`src/rtl/swc_pkg.sv`:
```
`timescale 1ns/1ps
package swc_pkg;

    // Width of the sample counters and of every limit.
    localparam int LIM_W  = 8;
    localparam int CODE_W = 3;

    typedef enum logic [CODE_W-1:0] {
        CODE_NONE    = 3'd0,
        CODE_PULSE   = 3'd1,
        CODE_LEAD    = 3'd2,
        CODE_SETUP   = 3'd3,
        CODE_CYCLE   = 3'd4,
        CODE_RECOVER = 3'd5,
        CODE_ADDRMOV = 3'd6
    } viol_e;

    // Limits in nanoseconds for both grades.
    localparam int FAST_PULSE_NS = 65;
    localparam int SLOW_PULSE_NS = 85;
    localparam int FAST_LEAD_NS  = 75;
    localparam int SLOW_LEAD_NS  = 100;
    localparam int FAST_SETUP_NS = 35;
    localparam int SLOW_SETUP_NS = 45;
    localparam int FAST_CYCLE_NS = 85;
    localparam int SLOW_CYCLE_NS = 120;
    // Recovery and hold pairs; they are the same for both grades.
    localparam int WE_REC_NS  = 5;
    localparam int WE_HOLD_NS = 0;
    localparam int CE_REC_NS  = 15;
    localparam int CE_HOLD_NS = 10;

    // Converts a nanosecond limit to whole samples, rounding up.
    function automatic logic [LIM_W-1:0] to_samples(input int ns, input int per_ns);
        int s;
        s = (ns + per_ns - 1) / per_ns;
        return s[LIM_W-1:0];
    endfunction

    typedef struct packed {
        logic [LIM_W-1:0] pulse;
        logic [LIM_W-1:0] lead;
        logic [LIM_W-1:0] setup;
        logic [LIM_W-1:0] cycle;
        logic [LIM_W-1:0] rec_we;
        logic [LIM_W-1:0] hold_we;
        logic [LIM_W-1:0] rec_ce;
        logic [LIM_W-1:0] hold_ce;
    } limits_t;

endpackage

```
`src/rtl/swc_recov_mon.sv`:
```
`timescale 1ns/1ps
// Watches the samples from the end sample onwards and checks that the
// write address and data stay for the recovery and hold counts chosen there.
module swc_recov_mon
    import swc_pkg::*;
#(
    parameter int AW = 17,
    parameter int DW = 16
) (
    input  logic             clk_i,
    input  logic             rst_ni,
    input  logic             wend_i,
    input  logic [LIM_W-1:0] rec_i,
    input  logic [LIM_W-1:0] hold_i,
    input  logic [AW-1:0]    addr_i,
    input  logic [DW-1:0]    data_i,
    input  logic [AW-1:0]    addr_ref_i,
    input  logic [DW-1:0]    data_ref_i,
    output logic             fail_o
);
    localparam logic [LIM_W-1:0] CNT_TOP = '1;

    typedef struct packed {
        logic             watch;
        logic             a_ok;
        logic             d_ok;
        logic [LIM_W-1:0] a_cnt;
        logic [LIM_W-1:0] d_cnt;
        logic [LIM_W-1:0] rec;
        logic [LIM_W-1:0] hold;
        logic [AW-1:0]    a_ref;
        logic [DW-1:0]    d_ref;
    } mon_t;

    mon_t s_d, s_q, base;
    logic a_same, d_same, watching, done;

    always_comb begin
        base = s_q;
        if (wend_i) begin
            base.a_ok  = 1'b1;
            base.d_ok  = 1'b1;
            base.a_cnt = '0;
            base.d_cnt = '0;
            base.rec   = rec_i;
            base.hold  = hold_i;
            base.a_ref = addr_ref_i;
            base.d_ref = data_ref_i;
        end

        a_same   = base.a_ok && (addr_i == base.a_ref);
        d_same   = base.d_ok && (data_i == base.d_ref);
        watching = wend_i || s_q.watch;

        s_d      = base;
        s_d.a_ok = a_same;
        s_d.d_ok = d_same;
        if (a_same && base.a_cnt != CNT_TOP) s_d.a_cnt = base.a_cnt + 1'b1;
        if (d_same && base.d_cnt != CNT_TOP) s_d.d_cnt = base.d_cnt + 1'b1;

        fail_o = watching &&
                 ((!a_same && s_d.a_cnt < base.rec) ||
                  (!d_same && s_d.d_cnt < base.hold));
        done   = (s_d.a_cnt >= base.rec) && (s_d.d_cnt >= base.hold);
        s_d.watch = watching && !fail_o && !done;
    end

    always_ff @(posedge clk_i or negedge rst_ni) begin
        if (!rst_ni) s_q <= '0;
        else         s_q <= s_d;
    end
endmodule

```
`config.mk`:
```
export PLATFORM = sky130hd
export DESIGN_NAME = swc_recov_mon
export DESIGN_NICKNAME = d
export VERILOG_FILES = /design/src/rtl/swc_pkg.sv /design/src/rtl/swc_recov_mon.sv
export SDC_FILE = /design/constraint.sdc
export NUM_CORES = 1
export LEC_CHECK = 0
export ABC_CLOCK_PERIOD_IN_PS = 5920
export BUFFER_PORTS_ARGS = -buffer_cell sky130_fd_sc_hd__buf_4
export CAP_MARGIN = 20
export CORE_ASPECT_RATIO = 1.25
export CORE_MARGIN = 2
export CORE_UTILIZATION = 52
export DETAILED_ROUTE_END_ITERATION = 8
export HOLD_SLACK_MARGIN = 0.03
export PLACE_DENSITY = 0.8
export SLEW_MARGIN = 20
export SYNTH_ARGS = -nofsm -noshare
export SYNTH_HDL_FRONTEND = slang
export SYNTH_SLANG_ARGS = --single-unit
```
`constraint.sdc`:
```
create_clock -name clk_i -period 5.92 [get_ports clk_i]
set_clock_uncertainty 0.2 [all_clocks]
set_input_delay 0.888 -clock clk_i [delete_from_list [all_inputs] [get_ports clk_i]]
set_output_delay 0.888 -clock clk_i [all_outputs]
set_load 0.01 [all_outputs]
```
==> results of run 1 <==
cell usage in the layout (no fill, tap or decap), drive strengths merged:
master and count:
a21o 6, a21oi 7, a221oi 1, a31oi 1, and2 2, and3 5, and4b 1, buf 89
clkbuf 15, clkinv 1, dfrtp 68, ha 18, inv 18, mux2 38, mux2i 16, nand2 11
nand2b 3, nand3 7, nand3b 1, nand4 7, nor2 7, nor2b 14, nor3 6, nor3b 1
nor4 6, nor4bb 1, o211a 1, o211ai 1, o21a 1, o21ai 8, o22ai 1, or3 1
xnor2 11, xor2 33
sequential cells by signal, summed over array words and instances, names as in the netlist:
| register | flops |
|---|---|
| s_q | 67 |
| base | 1 |
cell families after synthesis:
kind of cell	share of synthesized area (%)
XOR/XNOR	10.49
buffers and inverters	3.644
AND/OR/NAND/NOR	11.96
multiplexers	16.93
AO/OA/AOI/OAI	4.530
adder cells (fa/ha/maj)	6.131
flip-flops	46.32
layer usage:
metal | share of wire (%) | vias up | track usage, % | wire (um)
met5 | 0 | - | 0 | 0
li1 | - | 1258 | - | -
met1 | 43 | 1215 | 24.88 | 3128
met2 | 50 | 62 | 32.86 | 3588
met4 | 2.3 | 0 | 10.34 | 168
met3 | 4.4 | 12 | 2.865 | 317
layout make-up:
class | count | share of cell area, %
inverters | 18 | 1.477
repair buffers | 89 | 14.69
clock buffers | 15 | 3.858
clock inverters | 1 | 0.1094
flip-flops and latches | 68 | 37.21
multi-input cells | 216 | 40.19
well taps | 90 | 2.462
critical path: stages:
cell      delay [ps]
buf_6            310
mux2_4           350
xor2_1           140
or3_4            390
nand3b_1         240
nor3_2           330
nand4_1          170
xnor2_1          220
ha_1             280
a21o_1           160
a21o_1           170
a21oi_1          200
o21ai_0          150
o22ai_1          200
nor2b_1          170
buf_4            130
worst max path at each step:
stage                   to  startpoint  slack, ps
finish              fail_o      wend_i        310
global route        fail_o      wend_i         40
CTS                 fail_o      wend_i        180
detailed placement  fail_o      wend_i        230
global placement    fail_o      wend_i        310
floorplan           fail_o      wend_i        800
where the power goes:
group / total (uW) / switching, uW / internal [uW]
registers: 507 / 9.48 / 498
clock network: 352 / 166 / 186
logic: 174 / 78.4 / 95.5
per-stage QoR:
step / cells / area (um2) / hold slack [ps]
after global placement: 481 / 4388 / 275.7
after floorplan: 311 / 3674 / 252.0
after detailed placement: 481 / 4388 / 280.0
after CTS: 497 / 4569 / 296.8
after global routing: 497 / 4573 / 317.4
final: 497 / 4573 / 290.9
==> impl_summary.log, run 1 <==
INFO  metric fin_crit = 5612 ps
INFO  metric number_of_synthesized_flops_with_an_enable_pin = 0
INFO  metric htreeDepth = 3
INFO  metric critical_path.reg2reg.startpoint = s_q[11]$_DFF_PN0_
INFO  metric period_share = between 90 and 100%
INFO  metric area_growth = 24.49%
INFO  metric ctsLongestPathBuffers = 2
INFO  metric clk_pin_slew = 70 ps
INFO  metric port_buffers = 85
INFO  metric worstPathArrival = roughly 4500 ps
INFO  metric timing.hold.worst_path_depth = 2
INFO  metric die_area = around 0.0078 mm2
INFO  metric timing.final.hold_violations = 0
INFO  metric clkSinkCount = 68
INFO  metric cts_buffers = 9
INFO  metric vias = approximately 2,500
INFO  metric final_routed_wirelength_across_all_metal_layers = between 7000 and 8000 um
INFO  metric floorplan.io_pins = 86
INFO  metric layout.core_utilization = between 60% and 70%
INFO  metric largest_cells_by_area_after_synthesis = dfrtp_1, mux2_2, xor2_1, ha_1, mux2i_1
INFO  metric post_synth_inst_count = ~310
INFO  metric achievable-frequency = ~180 MHz
INFO  metric dominant_cell_type_by_area_after_synthesis = dfrtp_1
INFO  metric setup_total_negative_slack = 0 ps
INFO  metric timing.max_cap.violations = 0
INFO  metric number_of_max_slew_violations_in_the_final_report = 0
INFO  metric worstRegToRegCells = 14
INFO  metric setup_violations = 0
INFO  metric number_of_global_route_vias_before_repair = 2,701
INFO  metric synth_cell_type_count = 39
INFO  metric initialDrtViolationCount = 83
INFO  metric ys_ff_latch = 68
INFO  metric route.antenna.remaining_nets = 0
INFO  metric post_synth_instance_area = 0.003674 mm2
INFO  metric synth.cells.most_frequent = dfrtp_1, xor2_1, mux2_2
INFO  metric route.detailed.drc = 0
INFO  metric ctsResizeCount = 0
INFO  metric total_congestion_overflow = 0
INFO  metric post_cts_hold_buffer_count = 0
INFO  metric die-height = 97.97 um
INFO  metric post_drt_wl_per_cell = 14.49 um
INFO  metric cts_post_setup_buffers_inserted = 0
INFO  metric grt_pass1_wl = 11,980 um
INFO  metric critPathMaxFanout = 40
INFO  metric sequential_standard_cell_area = about 0.0017 mm2
INFO  metric worst-slew-pin-transition = 857.1 ps
INFO  metric async_s_r_ff_share_synth = 100.0%
INFO  metric cp_endpoint_kind = output port
INFO  metric hold_start = s_q[48]$_DFF_PN0_
INFO  metric synth_flop_cell = dfrtp_1
INFO  metric die_w = a little under 80 um
INFO  metric detailedRoute.firstPassIterationCount = 4
INFO  metric drive_gt1_share = a little over a third
INFO  metric r2r_slack = 2250 ps
INFO  metric routabilityCongestion = a little over 0.8
INFO  metric worst_skew_pair.late_latency = about 340 ps
INFO  metric timing.final.ws_setup = just over 300 ps
INFO  metric layout.nets = around 510
INFO  metric syn_nets = about 410
INFO  metric tritoncts = done
INFO  metric yosys_warnings = 0
INFO  metric core_area = between 0.006 and 0.007 mm2
INFO  metric grt_start_max_net_pins = 69
INFO  metric criticalPathCategory = in2out
INFO  metric number_of_antenna_violations_at_the_first_check_in_global_routing = 0
INFO  metric syn-mean-instance-area = ~12 um2
INFO  metric track_usage = 19.78%
INFO  metric post-layout-total-power = 1033 uW
INFO  metric cts.root.buffer_cell = clkbuf_8
INFO  metric rr_endpoint = base[67]$_DFF_PN0_
INFO  metric multi_input_area = 0.001838 mm2
INFO  metric route.detailed.vias_per_inst = approximately 5.1
INFO  metric fp-row-count = 34
INFO  metric rsz0062_at_grt = false
INFO  metric antenna_cells_inserted = 0
INFO  metric static-leakage-power = about 0.0023 uW
INFO  metric synth.top_cell.area_share = between 40% and 50%
INFO  metric min-delay-path-class = reg2reg
INFO  metric outcome = finished, final reports clean
INFO  metric startpoint_class = primary input
INFO  metric initial_utilization = 53.30%
INFO  metric filler_cell_count = ~540
INFO  metric holdPathEnd = s_q[48]$_DFF_PN0_
INFO  metric place_ws = around 230 ps
INFO  metric ir_worst_vdd = about 0.00015 V
INFO  metric worst-endpoint-required = around 4800 ps
INFO  metric timing.max_slew.rel_slack = 42.86%
INFO  metric power_density_normalized_to_cell_area = 225.9 mW/mm2
INFO  metric ys_seq_area_share = 46.32%
INFO  metric yosys.cell_count.top_type = dfrtp_1
INFO  metric dp_hpwl = 5338 um
Power figures use the tool's default switching activity.
==> run 2, diff against run 1 <==
--- a/config.mk
+++ b/config.mk
@@ -5,15 +5,15 @@
 export SDC_FILE = /design/constraint.sdc
 export NUM_CORES = 1
 export LEC_CHECK = 0
+export ABC_AREA = 1
 export ABC_CLOCK_PERIOD_IN_PS = 5920
 export BUFFER_PORTS_ARGS = -buffer_cell sky130_fd_sc_hd__buf_4
-export CAP_MARGIN = 20
 export CORE_ASPECT_RATIO = 1.25
 export CORE_MARGIN = 2
 export CORE_UTILIZATION = 52
 export DETAILED_ROUTE_END_ITERATION = 8
 export HOLD_SLACK_MARGIN = 0.03
-export PLACE_DENSITY = 0.8
+export PLACE_DENSITY = 0.77
 export SLEW_MARGIN = 20
 export SYNTH_ARGS = -nofsm -noshare
 export SYNTH_HDL_FRONTEND = slang
==> run 2 against run 1 <==
Synthesized area grew 32%. Critical path depth rose by 4. Power grew 20%. Non-clock buffer count up 1. Register-to-register slack gained 570 ps. Flip-flop and latch count stayed put. Clock power is 37% higher.
==> impl_summary.log, run 2 <==
INFO  metric timing.final.ws_setup = 768.3 ps (was 307.8 ps)
INFO  metric crit_path_cell_trace = buf_4 > buf_4 > nor2_1 > ha_1 > nand3_1 > nor2_1 > nand3_1 > buf_4 > nand4_2 > nand2_1 > nand2_1 > ha_1 > inv_1 > nor2_1 > nor2_1 > o21ai_0 > a21oi_1 > o21ai_1 > a21oi_1 > buf_4 (was buf_6 > mux2_4 > xor2_1 > or3_4 > nand3b_1 > nor3_2 > nand4_1 > xnor2_1 > ha_1 > a21o_1 > a21o_1 > a21oi_1 > o21ai_0 > o22ai_1 > nor2b_1 > buf_4)
INFO  metric area_growth = 19.82% (was 24.49%)
INFO  metric max_reg_flops = 67 (unchanged)
INFO  metric total_congestion_overflow = 0 (unchanged)
INFO  metric fp-row-count = 39 (was 34)
INFO  metric setup_total_negative_slack = 0 ps (unchanged)
INFO  metric layout.cells.most_common_list = nand2_1, inv_1, buf_4, dfrtp_1, nand3_1 (was buf_4, dfrtp_1, xor2_1, mux2_2)
INFO  metric number_of_antenna_violations_at_the_first_check_in_global_routing = 0 (unchanged)
INFO  metric dominant_cell_type_by_area_after_synthesis = dfrtp_1 (unchanged)
INFO  metric place_ws = 811.5 ps (was 230.1 ps)
INFO  metric post_drt_wl_per_cell = 12.81 um (was 14.49 um)
INFO  metric clockPowerShare = 39.0% (was 34.1%)
INFO  metric cp_endpoint_kind = output port (unchanged)
INFO  metric worstPathArrival = 4060 ps (was 4520 ps)
INFO  metric critical_path.reg2reg.startpoint = s_q[50]$_DFF_PN0_ (was s_q[11]$_DFF_PN0_)
INFO  metric track_usage = 24.50% (was 19.78%)
INFO  metric cts_buffers = 9 (unchanged)
INFO  metric worst_setup_path_endpoint = fail_o (unchanged)
INFO  metric vias = 4,607 (was 2,547)
INFO  metric power_frac_seq = 40.9% (was 49.1%)
INFO  metric timing.max_cap.violations = 0 (unchanged)
INFO  metric timing.max_slew.rel_slack = 40.87% (was 42.86%)
INFO  metric largest_cells_by_area_after_synthesis = dfrtp_1, nand2_1, inv_1, nand3_1, ha_1 (was dfrtp_1, mux2_2, xor2_1, ha_1, mux2i_1)
INFO  metric number_of_synthesized_flops_with_an_enable_pin = 0 (unchanged)
INFO  metric route.detailed.drc = 0 (unchanged)
INFO  metric routabilityCongestion = 0.8921 (was 0.8126)
INFO  metric async_s_r_ff_share_synth = 100.0% (unchanged)
INFO  metric cts_post_setup_buffers_inserted = 0 (unchanged)
INFO  metric post_synth_instance_area = 0.004853 mm2 (was 0.003674 mm2)
INFO  metric worst_setup_path_startpoint = wend_i (unchanged)
INFO  metric worstRegToRegCells = 20 (was 14)
INFO  metric port_buffers = 85 (unchanged)
INFO  metric ir_worst_vdd = 0.0001858 V (was 0.0001516 V)
INFO  metric critical_path_depth = 20 (was 16)
INFO  metric grt_start_max_net_pins = 69 (unchanged)
INFO  metric fin_crit = 5152 ps (was 5612 ps)
INFO  metric post_synth_inst_count = 704 (was 311)
INFO  metric timing.final.hold_violations = 0 (unchanged)
INFO  metric final_routed_wirelength_across_all_metal_layers = 11,730 um (was 7203 um)
INFO  metric ctsLongestPathBuffers = 2 (unchanged)
INFO  metric tritoncts = done (unchanged)
INFO  metric comb_power_share = 20.1% (was 16.8%)
INFO  metric antenna_cells_inserted = 0 (unchanged)
INFO  metric yosys.cell_count.top_type = nand2_1 (was dfrtp_1)
INFO  metric core_area = 0.009125 mm2 (was 0.006892 mm2)
INFO  metric die-height = 112.0 um (was 97.97 um)
INFO  metric setup_violations = 0 (unchanged)
INFO  metric worst_skew_pair.late_latency = 340 ps (about the same)
INFO  metric worst-endpoint-required = 4830 ps (about the same)
INFO  metric die_w = 90.41 um (was 79.18 um)
INFO  metric synth_flop_cell = dfrtp_1 (unchanged)
INFO  metric synth_cell_type_count = 31 (was 39)
INFO  metric yosys_warnings = 0 (unchanged)
INFO  metric ys_ff_latch = 68 (unchanged)
INFO  metric layout.core_utilization = 63.73% (was 66.36%)
INFO  metric power_density_normalized_to_cell_area = 213.1 mW/mm2 (was 225.9 mW/mm2)
INFO  metric r2r_slack = 2820 ps (was 2250 ps)
INFO  metric route.detailed.vias_per_inst = 5.029 (was 5.125)
INFO  metric syn-mean-instance-area = 6.894 um2 (was 11.81 um2)
INFO  metric critPathTopFamily = buffers and inverters (was simple AND/OR/NAND/NOR gates)
INFO  metric slowest_cell_delay_on_critical_path = 420 ps (was 390 ps)
INFO  metric critPathMaxFanout = 34 (was 40)
INFO  metric criticalPathCategory = in2out (unchanged)
INFO  metric slowest_stage = buf_4 (was or3_4)
INFO  metric ys_seq_area_share = 35.06% (was 46.32%)
INFO  metric rr_endpoint = base[67]$_DFF_PN0_ (unchanged)
INFO  metric ctsResizeCount = 0 (unchanged)
INFO  metric achievable-frequency = 194.1 MHz (was 178.2 MHz)
INFO  metric worst-slew-pin-transition = 886.9 ps (was 857.1 ps)
INFO  metric die_area = 0.01013 mm2 (was 0.007757 mm2)
INFO  metric outcome = finished, final reports clean (unchanged)
INFO  metric clkSinkCount = 68 (unchanged)
INFO  metric synth.top_cell.area_share = 35.06% (was 46.32%)
INFO  metric min-delay-path-class = reg2reg (unchanged)
INFO  metric synth.cells.most_frequent = nand2_1, inv_1, dfrtp_1 (was dfrtp_1, xor2_1, mux2_2)
INFO  metric clk_pin_slew = 60 ps (was 70 ps)
INFO  metric drive_gt1_share = 22.45% (was 35.38%)
INFO  metric netSwitchingFraction = 28.54% (was 24.53%)
INFO  metric startpoint_class = primary input (unchanged)
INFO  metric internal_power_consumption = 885.4 uW (was 779.6 uW)
INFO  metric dp_hpwl = 8880 um (was 5338 um)
INFO  metric floorplan.io_pins = 86 (unchanged)
INFO  metric netSwitchingPower = 353.7 uW (was 253.4 uW)
INFO  metric crit_buf_inv = 5 (was 2)
INFO  metric post_cts_hold_buffer_count = 0 (unchanged)
INFO  metric syn_nets = 807 (was 414)
INFO  metric rsz0062_at_grt = false (unchanged)
INFO  metric static-leakage-power = 0.003277 uW (was 0.002304 uW)
INFO  metric number_of_global_route_vias_before_repair = 4,470 (was 2,701)
INFO  metric htreeDepth = 3 (unchanged)
INFO  metric max_flop_register = s_q (unchanged)
INFO  metric cts.root.buffer_cell = clkbuf_16 (was clkbuf_8)
INFO  metric initial_utilization = 53.19% (was 53.30%)
INFO  metric route.antenna.remaining_nets = 0 (unchanged)
INFO  metric layout_commonest_cell = nand2_1 (was buf_4)
INFO  metric period_share = 87.02% (was 94.80%)
INFO  metric detailedRoute.firstPassIterationCount = 4 (unchanged)
INFO  metric initialDrtViolationCount = 266 (was 83)
INFO  metric layout.nets = 893 (was 505)
INFO  metric grt_pass1_wl = 20,330 um (was 11,980 um)
INFO  metric number_of_max_slew_violations_in_the_final_report = 0 (unchanged)
## run 2: stage by stage
step	total power, uW	hold slack (ps)	instance area [um2]	cells
global placement	756.4	267.0	5557	902
finish	1239	281.3	5816	916
global route	1308	305.5	5816	916
detailed placement	763.7	268.9	5557	902
CTS	1248	284.9	5816	916
floorplan	672.4	243.9	4853	704
## run 2: per-layer routing
layer  share of wire, %  global-route usage, %
met3                4.1                  3.557
met1                 46                  32.01
met2                 48                  42.21
met5                  0                      0
met4                1.4                  7.795
## run 2: logic make-up (layout without fill, tap and decap cells)
logic type | count (synthesis) | after routing | share of synthesized area [%]
flops | 68 | 68 | 35.06
simple gates | 467 | 467 | 45.58
xor+xnor | 4 | 4 | 0.7220
compound gates | 34 | 34 | 3.558
buf+inv | 113 | 202 | 10.44
fa+ha+maj | 18 | 18 | 4.640
## run 2: power by group through the flow
stage	combinational [uW]	clock, uW	sequential (uW)
finish	250	483	507
global route	284	515	508
CTS	250	491	507
detailed placement	249	0	515
global placement	243	0	514
floorplan	160	0	512
## run 2: cell type report
class | instances | area [um2]
Inverter | 98 | 367.9
Sequential cell | 68 | 1702
Timing Repair Buffer | 90 | 688.2
Multi-Input combinational cell | 523 | 2645
Clock buffer | 12 | 246.5
Clock inverter | 2 | 12.51
Tap cell | 123 | 153.9
Fill cell | 833 | 3309
## run 2: worst min-delay path by stage
stage | cells past startpoint | slack, ps | from | to
after global placement | 2 | 270 | s_q[41]$_DFF_PN0_ | s_q[41]$_DFF_PN0_
final | 2 | 280 | s_q[41]$_DFF_PN0_ | s_q[41]$_DFF_PN0_
after global routing | 2 | 310 | s_q[10]$_DFF_PN0_ | s_q[10]$_DFF_PN0_
after detailed placement | 2 | 270 | s_q[41]$_DFF_PN0_ | s_q[41]$_DFF_PN0_
after CTS | 2 | 280 | s_q[41]$_DFF_PN0_ | s_q[41]$_DFF_PN0_
after floorplan | 2 | 240 | s_q[33]$_DFF_PN0_ | s_q[33]$_DFF_PN0_
## run 2: tightest hold or removal path, stage by stage (launching register included)
cell and delay [ps]:
dfrtp_1 320, nand2_1 50, nand2_1 70
==> run 3, diff against run 2 <==
--- a/config.mk
+++ b/config.mk
@@ -7,13 +7,13 @@
 export LEC_CHECK = 0
 export ABC_AREA = 1
 export ABC_CLOCK_PERIOD_IN_PS = 5920
-export BUFFER_PORTS_ARGS = -buffer_cell sky130_fd_sc_hd__buf_4
 export CORE_ASPECT_RATIO = 1.25
 export CORE_MARGIN = 2
 export CORE_UTILIZATION = 52
 export DETAILED_ROUTE_END_ITERATION = 8
+export DONT_BUFFER_PORTS = 1
 export HOLD_SLACK_MARGIN = 0.03
-export PLACE_DENSITY = 0.77
+export PLACE_DENSITY = 0.69
 export SLEW_MARGIN = 20
 export SYNTH_ARGS = -nofsm -noshare
 export SYNTH_HDL_FRONTEND = slang
==> run 3 against run 2 <==
Cell count decreased by 9.5%. Design area shrank 11%. Combinational power down 27%. Worst setup slack improved by 55 ps. Flip-flop and latch count stayed put. Via count is 7.1% lower. Register-to-register slack got worse by 170 ps. Hold slack worse by 240 ps.
==> impl_summary.log, run 3 (synthesis results as in run 2) <==
INFO  metric power_density_normalized_to_cell_area = 237.5 mW/mm2 (was 213.1 mW/mm2)
INFO  metric cts_buffers = 9 (unchanged)
INFO  metric timing.final.ws_setup = 822.9 ps (was 768.3 ps)
INFO  metric clk_pin_slew = 60 ps (about the same)
INFO  metric area_after_detailed_placement = 0.004888 mm2 (was 0.005557 mm2)
INFO  metric port_buffers = 0 (was 85)
INFO  metric fp-row-count = 39 (unchanged)
INFO  metric static-leakage-power = 0.002874 uW (was 0.003277 uW)
INFO  metric number_of_global_route_vias_before_repair = 4,382 (was 4,470)
INFO  metric dp_cells = 813 (was 902)
INFO  metric startpoint_class = primary input (unchanged)
INFO  metric setup_violations = 0 (unchanged)
INFO  metric layout_commonest_cell = nand2_1 (unchanged)
INFO  metric timing.max_slew.rel_slack = 72.13% (was 40.87%)
INFO  metric layout.cells.most_common_list = nand2_1, inv_1, dfrtp_1, nand3_1, nor2_1 (was nand2_1, inv_1, buf_4, dfrtp_1, nand3_1)
INFO  metric post_drt_wl_per_cell = 13.22 um (was 12.81 um)
INFO  metric track_usage = 23.05% (was 24.50%)
INFO  metric hold_ws = 46.03 ps (was 281.3 ps)
INFO  metric criticalPathCategory = in2out (unchanged)
INFO  metric min-delay-path-class = in2async (was reg2reg)
INFO  metric number_of_antenna_violations_at_the_first_check_in_global_routing = 0 (unchanged)
INFO  metric worstPathArrival = 4010 ps (was 4060 ps)
INFO  metric period_share = 86.10% (was 87.02%)
INFO  metric antenna_cells_inserted = 0 (unchanged)
INFO  metric cts.root.buffer_cell = clkbuf_16 (unchanged)
INFO  metric worstRegToRegCells = 17 (was 20)
INFO  metric htreeDepth = 3 (unchanged)
INFO  metric finalInstanceArea = 0.005192 mm2 (was 0.005816 mm2)
INFO  metric die_area = 0.01013 mm2 (unchanged)
INFO  metric fin_crit = 5097 ps (was 5152 ps)
INFO  metric achievable-frequency = 196.2 MHz (was 194.1 MHz)
INFO  metric ctsResizeCount = 0 (unchanged)
INFO  metric layout.nets = 804 (was 893)
INFO  metric outcome = finished, final reports clean (unchanged)
INFO  metric die_w = 90.41 um (unchanged)
INFO  metric worst-slew-pin-transition = 414.3 ps (was 886.9 ps)
INFO  metric place_ws = 926.3 ps (was 811.5 ps)
INFO  metric routabilityCongestion = 0.9179 (was 0.8921)
INFO  metric initial_utilization = 53.19% (unchanged)
INFO  metric route.detailed.drc = 0 (unchanged)
INFO  metric rsz0062_at_grt = false (unchanged)
INFO  metric timing.max_cap.violations = 0 (unchanged)
INFO  metric finalNonFillerCells = 829 (was 916)
INFO  metric ctsLongestPathBuffers = 2 (unchanged)
INFO  metric total_congestion_overflow = 0 (unchanged)
INFO  metric tritoncts = done (unchanged)
INFO  metric grt_start_max_net_pins = 69 (unchanged)
INFO  metric vias = 4,278 (was 4,607)
INFO  metric setup_total_negative_slack = 0 ps (unchanged)
INFO  metric cts_post_setup_buffers_inserted = 0 (unchanged)
INFO  metric area_growth = 6.986% (was 19.82%)
INFO  metric post_cts_hold_buffer_count = 0 (unchanged)
INFO  metric number_of_max_slew_violations_in_the_final_report = 0 (unchanged)
INFO  metric cp_endpoint_kind = output port (unchanged)
INFO  metric critPathMaxFanout = 66 (was 34)
INFO  metric clkSinkCount = 68 (unchanged)
INFO  metric timing.final.hold_violations = 0 (unchanged)
INFO  metric detailedRoute.firstPassIterationCount = 4 (unchanged)
INFO  metric max_flop_register = s_q (unchanged)
INFO  metric ir_worst_vdd = 0.0001687 V (was 0.0001858 V)
INFO  metric die-height = 112.0 um (unchanged)
INFO  metric dp_hpwl = 8287 um (was 8880 um)
INFO  metric route.detailed.vias_per_inst = 5.160 (was 5.029)
INFO  metric final_routed_wirelength_across_all_metal_layers = 10,960 um (was 11,730 um)
INFO  metric worst_skew_pair.late_latency = 330 ps (was 340 ps)
INFO  metric core_area = 0.009125 mm2 (unchanged)
INFO  metric grt_pass1_wl = 19,150 um (was 20,330 um)
INFO  metric worst-endpoint-required = 4830 ps (about the same)
INFO  metric max_reg_flops = 67 (unchanged)
INFO  metric floorplan.io_pins = 86 (unchanged)
INFO  metric drive_gt1_share = 13.03% (was 22.45%)
INFO  metric route.antenna.remaining_nets = 0 (unchanged)
INFO  metric initialDrtViolationCount = 150 (was 266)
[run 3: per-layer routing]
metal  share of wire, %  vias up  GRT usage, %
met3                4.6       17         3.960
li1                   -     2190             -
met2                 48      107         39.95
met1                 45     1964         28.95
met4                1.8        0         8.615
met5                  0        -             0
[run 3: final cells by class]
cell class,instances,area [um2]
tap,123,153.9
sequential,68,1702
inverter,98,367.9
fill,903,3933
clock inverter,4,47.55
multi-input combinational,523,2645
clock buffer,12,256.5
timing repair buffer,1,20.02
[run 3: critical path, cell delays in order]
cell	delay, ps
inv_2	300
nand2_1	210
inv_1	130
ha_1	220
nand3_1	90
nor2_1	170
nand3_1	340
nand4_2	280
nand2_1	70
o21ai_1	130
ha_1	280
a21oi_1	160
o21ai_0	110
a21oi_1	200
o21ai_1	130
a21oi_1	270
[run 3: path summary, 6_finish.rpt]
| kind | from | endpoint | slack (ps) |
|---|---|---|---|
| worst min register to register | s_q[41]$_DFF_PN0_ | s_q[41]$_DFF_PN0_ | 280 |
| worst max register to register | s_q[49]$_DFF_PN0_ | base[67]$_DFF_PN0_ | 2650 |
| worst min-delay path | rst_ni | s_q[0]$_DFF_PN0_ | 50 |
| max in group asynchronous | rst_ni | s_q[48]$_DFF_PN0_ | 5360 |
| worst max-delay path | wend_i | fail_o | 820 |
| min in group clk_i | s_q[41]$_DFF_PN0_ | s_q[41]$_DFF_PN0_ | 280 |
[run 3: stage by stage]
step | util (%) | total power, uW
2_1_floorplan | - | 672.4
3_3_place_gp | 53.57 | 690.9
3_5_place_dp | 53.57 | 697.6
4_1_cts | 56.90 | 1242
5_1_grt | 56.90 | 1295
6_report | 56.90 | 1233
[run 3: power breakdown]
part / total, uW / internal (uW) / switching [uW]
combinational: 183 / 65.3 / 117
clock: 543 / 347 / 196
sequential: 507 / 495 / 12.2
total: 1230 / 907 / 326
